## config.mk

```make
export PLATFORM = sky130hd
export DESIGN_NAME = cap_ratio_meter
export DESIGN_NICKNAME = d
export VERILOG_FILES = /design/src/rtl/cap_ratio_meter.sv
export SDC_FILE = /design/constraint.sdc
export NUM_CORES = 1
export LEC_CHECK = 0
export ABC_AREA = 1
export CORE_ASPECT_RATIO = 1.25
export CORE_MARGIN = 2
export CORE_UTILIZATION = 57
export DETAILED_ROUTE_END_ITERATION = 8
export PLACE_DENSITY = 0.81
export SYNTH_ARGS = -nofsm -noshare
export SYNTH_HDL_FRONTEND = slang
export SYNTH_SLANG_ARGS = --single-unit
```

## constraint.sdc

```tcl
create_clock -name clk_i -period 2 [get_ports clk_i]
set_clock_uncertainty 0.1 [all_clocks]
set_input_delay 0.5 -clock clk_i [delete_from_list [all_inputs] [get_ports clk_i]]
set_output_delay 0.5 -clock clk_i [all_outputs]
set_load 0.02 [all_outputs]
```

## src/rtl/cap_ratio_meter.sv

```systemverilog
`timescale 1ns/1ps
module cap_ratio_meter #(
  parameter int INT_W   = 9,
  parameter int FRAC_W  = 8,
  parameter int TIMEOUT = 1024,
  parameter int SYNC    = 2
) (
  input  logic                      clk_i,
  input  logic                      rst_ni,
  input  logic                      cap_clk_i,
  input  logic                      start_i,
  output logic                      ready_o,
  output logic                      err_noclk_o,
  output logic                      err_slow_o,
  output logic [INT_W+FRAC_W-1:0]   ratio_o,
  output logic [INT_W+FRAC_W-1:0]   ratio_half_o
);

  localparam int RW    = INT_W + FRAC_W;
  localparam int EDGES = 1 << FRAC_W;
  localparam int TW    = $clog2(TIMEOUT + 1);

  typedef enum logic [1:0] {S_IDLE, S_ARM, S_RUN} state_t;

  state_t            st;
  logic [SYNC:0]     cap_sh;
  logic [RW-1:0]     cnt, res;
  logic [FRAC_W-1:0] edges;
  logic [TW-1:0]     gap;
  logic              e_nc, e_sl;
  logic              cap_rise, gap_out;
  logic [RW:0]       nxt;

  always_ff @(posedge clk_i or negedge rst_ni)
    if (!rst_ni) cap_sh <= '0;
    else         cap_sh <= {cap_sh[SYNC-1:0], cap_clk_i};

  assign cap_rise = cap_sh[SYNC-1] & ~cap_sh[SYNC];
  assign gap_out  = (gap == TW'(TIMEOUT - 1)) & ~cap_rise;
  assign nxt      = {1'b0, cnt} + 1'b1;

  always_ff @(posedge clk_i or negedge rst_ni) begin
    if (!rst_ni) begin
      st    <= S_IDLE;
      cnt   <= '0;
      res   <= '0;
      edges <= '0;
      gap   <= '0;
      e_nc  <= 1'b0;
      e_sl  <= 1'b0;
    end else begin
      case (st)
        S_IDLE: if (start_i) begin
          st    <= S_ARM;
          res   <= '0;
          e_nc  <= 1'b0;
          e_sl  <= 1'b0;
          gap   <= '0;
          cnt   <= '0;
          edges <= '0;
        end
        S_ARM: begin
          if (cap_rise) begin
            st    <= S_RUN;
            gap   <= '0;
            cnt   <= '0;
            edges <= '0;
          end else if (gap_out) begin
            e_nc <= 1'b1;
            st   <= S_IDLE;
          end else begin
            gap <= gap + 1'b1;
          end
        end
        S_RUN: begin
          cnt <= nxt[RW-1:0];
          gap <= cap_rise ? '0 : gap + 1'b1;
          if (nxt[RW]) begin
            e_sl <= 1'b1;
            st   <= S_IDLE;
          end else if (cap_rise && edges == FRAC_W'(EDGES - 1)) begin
            res <= nxt[RW-1:0];
            st  <= S_IDLE;
          end else if (cap_rise) begin
            edges <= edges + 1'b1;
          end else if (gap_out) begin
            e_nc <= 1'b1;
            st   <= S_IDLE;
          end
        end
        default: st <= S_IDLE;
      endcase
    end
  end

  assign ready_o      = (st == S_IDLE);
  assign err_noclk_o  = e_nc;
  assign err_slow_o   = e_sl;
  assign ratio_o      = res;
  assign ratio_half_o = RW'(({1'b0, res} + 1'b1) >> 1);

endmodule


```

==> results of run 1 <==
area by class of cell:
class,count,area (µm²)
clock buffer,11,141
clock inverter,5,52.6
fill,401,1130
inverter,65,251
multi-input combinational,361,2130
sequential,60,1510
tap,85,106
timing repair buffer,102,921
report_power, final:
part	internal, mW	total (mW)	switching, mW
clock network	0.602	1.09	0.489
logic	0.829	2.02	1.19
registers	1.28	1.35	0.0730
critical path, stage by stage (launching register included):
cell and delay (ns):
dfrtp_2 0.44, ha_4 0.17, nand3_4 0.08, nor3_4 0.19
nand4_4 0.19, buf_4 0.18, xnor2_1 0.18, buf_4 0.18
sequential cells by signal, indices dropped and copies added (netlist names):
name         flops
err_noclk_o      1
ratio_o         17
gap             11
st               2
cap_sh           3
cnt             17
edges            8
err_slow_o       1
repair_timing:
| action | in CTS | in global routing |
|---|---|---|
| setup endpoints to repair | 38 | 45 |
| buffers inserted | 3 | 10 |
| pin swaps | 13 | 14 |
| resized for setup | 117 | 35 |
| cloned | 0 | 1 |
worst max-delay path by stage:
stage	from	end	slack (ns)	depth (start not counted)
floorplan	ratio_o[0]	ratio_half_o[15]	-0.17	6
global placement	ratio_o[0]	ratio_half_o[10]	-0.53	7
detailed placement	ratio_o[1]	ratio_half_o[14]	-0.61	7
CTS	ratio_o[0]	ratio_half_o[14]	-0.52	7
global route	ratio_o[0]	ratio_half_o[15]	-0.65	7
finish	ratio_o[0]	ratio_half_o[9]	-0.57	7
logic make-up (layout without fill, tap and decap cells):
| kind of cell | Yosys count | count (layout) | share of synthesized area |
|---|---|---|---|
| flops | 60 | 60 | 0.403 |
| compound gates | 72 | 72 | 0.111 |
| simple gates | 261 | 261 | 0.322 |
| xor+xnor | 20 | 20 | 0.0471 |
| buf+inv | 75 | 183 | 0.0898 |
| fa+ha+maj | 8 | 8 | 0.0269 |
metal layers:
metal	vias to the layer above	GRT usage
li1	1780	-
met1	1722	0.292
met2	129	0.516
met3	21	0.0507
met4	0	0.100
met5	-	0
cell usage in the layout, fill, tap and decap left out, types with 5 or more instances in the layout:
cell | synthesis | final
nor2_4 | 8 | 11
a21oi_1 | 15 | 14
nand2_2 | 4 | 5
nor2_1 | 45 | 40
dlygate4sd2_1 | 0 | 14
inv_1 | 57 | 50
nor2_2 | 5 | 7
nor3_1 | 12 | 11
dfrtp_2 | 0 | 5
dfrtp_1 | 60 | 55
ha_1 | 8 | 5
xor2_1 | 14 | 8
o21ai_0 | 32 | 31
buf_12 | 0 | 5
nand3_1 | 28 | 24
buf_4 | 1 | 62
o21ai_1 | 8 | 6
o21ai_2 | 8 | 11
xor2_2 | 0 | 6
buf_6 | 4 | 9
nand2_1 | 145 | 143
inv_2 | 7 | 13
clkbuf_8 | 0 | 10
stage by stage:
step	hold slack (ns)	cell area [µm²]
2_1_floorplan	0.104	3810
3_3_place_gp	0.244	4670
3_5_place_dp	0.245	4670
4_1_cts	0.00632	4920
5_1_grt	0.0306	5110
6_report	0.00355	5110
==> flow_summary.ini, run 1 <==
[synth]
synth_common_cells = 145 x nand2_1, 60 x dfrtp_1, 57 x inv_1
synth.distinct_cells = 37
synth_top_area_share = 0.403
synthesis.nets = 508
ys_ff_latch = 60
yosysSeqAreaShare = 0.403
synthTopCellsByArea = dfrtp_1 40%, nand2_1 15%, inv_1 5.7%
yosysWarnings = 0
synth-edff-count = 0
ys.flop_type = dfrtp_1
async_reset_ff_frac = 1.00
synthesis.area_um2 = 3720
synth_top_area_cell = dfrtp_1
yosysMostFrequentCell = nand2_1
avgSynthCellArea_um2 = 7.50
netlist_instances = 496

[placed_design]
dp_hpwl_um = 6480
dpl_worst_slack_ns = -0.612
dp.cells = 662
gp_congestion = 0.881
portBuffers = 40

[power_and_ir_drop]
finalPower_mw = 4.46
p_per_area_nw_per_um2 = 872
vdd_drop_max_uv = 1050
leakage_nw = 2.48

[global_route]
grt_first_pass_wirelength_um = 15400
antenna_found_initial = 0
grt_pass1_vias = 3524
grt_max_degree = 26
grt_overflow = 0
grt_usage = 0.268

[finish]
stdcell_count = 689
drive_gt1_frac = 0.296
fin_util = 0.819
diodes = 0
nets = 611
area_delta_synth_final_pct = 37.4

[routing]
drt-initial-drc-count = 213
drt-vias-per-instance = 5.30
top_layer = met4
firstDrtPassIters = 5
drc_errors = 0
wl_per_cell_um = 14.0
ant_nets = 0
totalWireLength_um = 9670
wl_met2_um = 5410
wl_met3_um = 414
via_count = 3652
wl_met1_um = 3690

[sta]
tns_ns = -5.79
finalCritPeriodShare = 1.28
final-max-slew-violation-count = 0
tightest_slew_ns = 0.495
setup-violations-final = 15
finalCriticalPeriod_ns = 2.57
grt_setup_unrepaired = true
finalHoldViolCount = 0
fmax_ghz = 0.390
layout_setup_ws_ns = -0.567
slew_headroom = 0.670

[setup_path]
cp-start-kind = flop
reg2regPathDepth = 8
critPathArrivalTime_ns = 1.97
r2r_slack_ns = 0.05
reg2reg_to = edges[6]
cp_max_fo = 3
rr_startpoint = st[1]
criticalPathCategory = reg2out
crit_path_end_kind = output port
crit_required_ns = 1.40

[clock_network]
clock-sinks = 60
clk_pin_slew_ns = 0.07
cts_hold_buffers = 0
cts_root_buffer = clkbuf_8
cts_buffers = 9
cts_tree = built
clockBufferDepth = 2
worstSkewPairLatency_ns = 0.35
h-tree-depth = 3

[status]
outcome = finished, violations left
violations = negative setup slack

[floorplan]
core_um2 = 6250
ios = 41
die_width_um = 76.3
start_util = 0.596
die_area_um2 = 7190
fp-row-count = 32
die_h_um = 94.3

[flow_run]
maxCapViolations = 0

[hold_path]
hold_path_class = in2async
No activity file was read; power rests on OpenSTA's default activity.
==> inputs of run 2 (changes only) <==
--- a/config.mk
+++ b/config.mk
@@ -10,6 +10,7 @@
 export CORE_MARGIN = 2
 export CORE_UTILIZATION = 57
 export DETAILED_ROUTE_END_ITERATION = 8
+export GPL_TIMING_DRIVEN = 0
 export PLACE_DENSITY = 0.81
 export SYNTH_ARGS = -nofsm -noshare
 export SYNTH_HDL_FRONTEND = slang
==> run 2 against run 1 <==
Compared with the run above: die area unchanged; combinational power decreased by 4%; the run ends with negative hold slack, negative setup slack left; non-clock buffer count decreased by 21; highest routed layer unchanged; worst hold slack got worse by 0.0083 ns; critical path depth increased by 1; clock-buffer cell count unchanged; sequential power about the same; critical path type unchanged.
==> flow_summary.ini, run 2 (synthesized netlist as in run 1, its figures left out) <==
[setup_path]
critPathArrivalTime_ns = 2.00
reg2reg_to = ratio_o[0]
r2r_slack_ns = 0.07
cp_max_fo = 3
crit_required_ns = 1.40
crit_path_end_kind = output port
criticalPathCategory = reg2out
rr_startpoint = st[0]
reg2regPathDepth = 9
cp-start-kind = flop

[power_and_ir_drop]
pwr-share-clk = 0.256
intPower_mw = 2.61
p_per_area_nw_per_um2 = 889
sw_frac_of_total = 0.405
vdd_drop_max_uv = 744
combPwrFrac = 0.441
p_switching_mw = 1.77
seqPwrFrac = 0.303
leakage_nw = 2.41
finalPower_mw = 4.39

[finish]
diodes = 0
stdcell_count = 668
drive_gt1_frac = 0.262
fin_util = 0.790
mostFrequentLayoutCell = nand2_1
nets = 590
final_cell_mix = 143 x nand2_1, 55 x inv_1, 55 x dfrtp_1, 41 x nor2_1, 33 x buf_4
area_delta_synth_final_pct = 32.6

[floorplan]
core_um2 = 6250
ios = 41
die_h_um = 94.3
start_util = 0.596
die_area_um2 = 7190
die_width_um = 76.3
fp-row-count = 32

[routing]
totalWireLength_um = 9600
wl_per_cell_um = 14.4
drc_errors = 0
ant_nets = 0
drt-initial-drc-count = 243
drt-vias-per-instance = 5.30
via_count = 3540
firstDrtPassIters = 5

[sta]
fmax_ghz = 0.385
finalCriticalPeriod_ns = 2.60
setup-violations-final = 15
finalCritPeriodShare = 1.30
grt_setup_unrepaired = true
final-max-slew-violation-count = 0
tightest_slew_ns = 0.487
layout_setup_ws_ns = -0.601
holdWs_ns = -0.00473
finalHoldViolCount = 9
slew_headroom = 0.674

[placed_design]
dp.cells = 622
dpl_worst_slack_ns = -0.736
dp_hpwl_um = 6040
gp_congestion = 0.906
portBuffers = 40

[clock_network]
clock-sinks = 60
clockBufferDepth = 2
clk_pin_slew_ns = 0.07
worstSkewPairLatency_ns = 0.35
cts_buffers = 9
cts_tree = built
h-tree-depth = 3
cts_root_buffer = clkbuf_8
cts_hold_buffers = 0

[global_route]
grt_first_pass_wirelength_um = 15400
grt_overflow = 0
antenna_found_initial = 0
grt_pass1_vias = 3323
grt_max_degree = 42
grt_usage = 0.267

[flow_run]
maxCapViolations = 0

[status]
outcome = finished, violations left
violations = negative hold slack, negative setup slack

[hold_path]
hold_path_class = in2async
[run 2: changes by cell type in the layout (fill, tap and decap cells not counted), sizes merged]
| cell | before | now |
|---|---|---|
| buf | 78 | 56 |
| clkdlybuf4s15 | 3 | 0 |
| dlygate4sd2 | 14 | 11 |
| dlymetal6s2s | 2 | 5 |
| clkbuf | 12 | 14 |
| clkdlybuf4s50 | 4 | 6 |
| clkinv | 3 | 4 |
| clkinvlp | 1 | 0 |
[run 2: layer usage]
metal	vias to the layer above	track usage	part of all wire
met5	-	0	0
met4	0	0.115	0.028
met3	24	0.0335	0.048
met2	129	0.496	0.52
met1	1649	0.311	0.40
li1	1738	-	-
[run 2: repair_timing]
action                                 CTS  global route
endpoints found under the hold margin    0             0
pin swaps                               14            12
cloned                                   0             1
setup endpoints to repair               59            66
setup buffers                           17            12
gates resized for setup                118            35
[run 2: power groups by stage]
stage | logic [mW] | clock network [mW] | registers (mW)
floorplan | 1.22 | 0 | 1.36
global placement | 1.61 | 0 | 1.36
detailed placement | 1.65 | 0 | 1.37
CTS | 1.70 | 1.14 | 1.33
global route | 2.09 | 1.18 | 1.34
finish | 1.93 | 1.12 | 1.33
[run 2: cell type report]
| cell class | count | area [µm²] |
|---|---|---|
| Buffer | 10 | 93.8 |
| Clock inverter | 5 | 50.0 |
| Fill cell | 423 | 1310 |
| Clock buffer | 11 | 151 |
| Inverter | 65 | 249 |
| Timing Repair Buffer | 71 | 643 |
| Multi-Input combinational cell | 361 | 2130 |
| Sequential cell | 60 | 1510 |
| Tap cell | 85 | 106 |
[run 2: critical path, cell delays in order, from the launching register on]
cell and delay (ns):
dfrtp_2 0.40, ha_4 0.16, nand3_4 0.08, nor3_4 0.26, nand4_4 0.16, buf_6 0.16
nor2_4 0.10, xor2_2 0.17, buf_6 0.14
[run 2: through the flow]
stage	cell area [µm²]	TNS, ns
final	4930	-6.89
after global routing	4930	-8.13
after CTS	4710	-5.49
after detailed placement	4330	-14.39
after global placement	4320	-103.14
after floorplan	3810	-0.564
[run 2: worst max path at each step]
stage / endpoint / start / slack, ns
finish: ratio_half_o[11] / ratio_o[0] / -0.60
detailed placement: ratio_half_o[15] / ratio_o[0] / -0.74
global route: ratio_half_o[11] / ratio_o[0] / -0.70
CTS: ratio_half_o[15] / ratio_o[1] / -0.57
floorplan: ratio_half_o[15] / ratio_o[0] / -0.17
global placement: ratio_o[3] / rst_ni / -1.72
==> inputs of run 3 (changes only) <==
--- a/config.mk
+++ b/config.mk
@@ -10,7 +10,7 @@
 export CORE_MARGIN = 2
 export CORE_UTILIZATION = 57
 export DETAILED_ROUTE_END_ITERATION = 8
-export GPL_TIMING_DRIVEN = 0
+export GPL_TIMING_DRIVEN = 1
 export PLACE_DENSITY = 0.81
 export SYNTH_ARGS = -nofsm -noshare
 export SYNTH_HDL_FRONTEND = slang
==> results of run 3 <==
No change in the layout: final DEF, timing and power equal those of run 1.
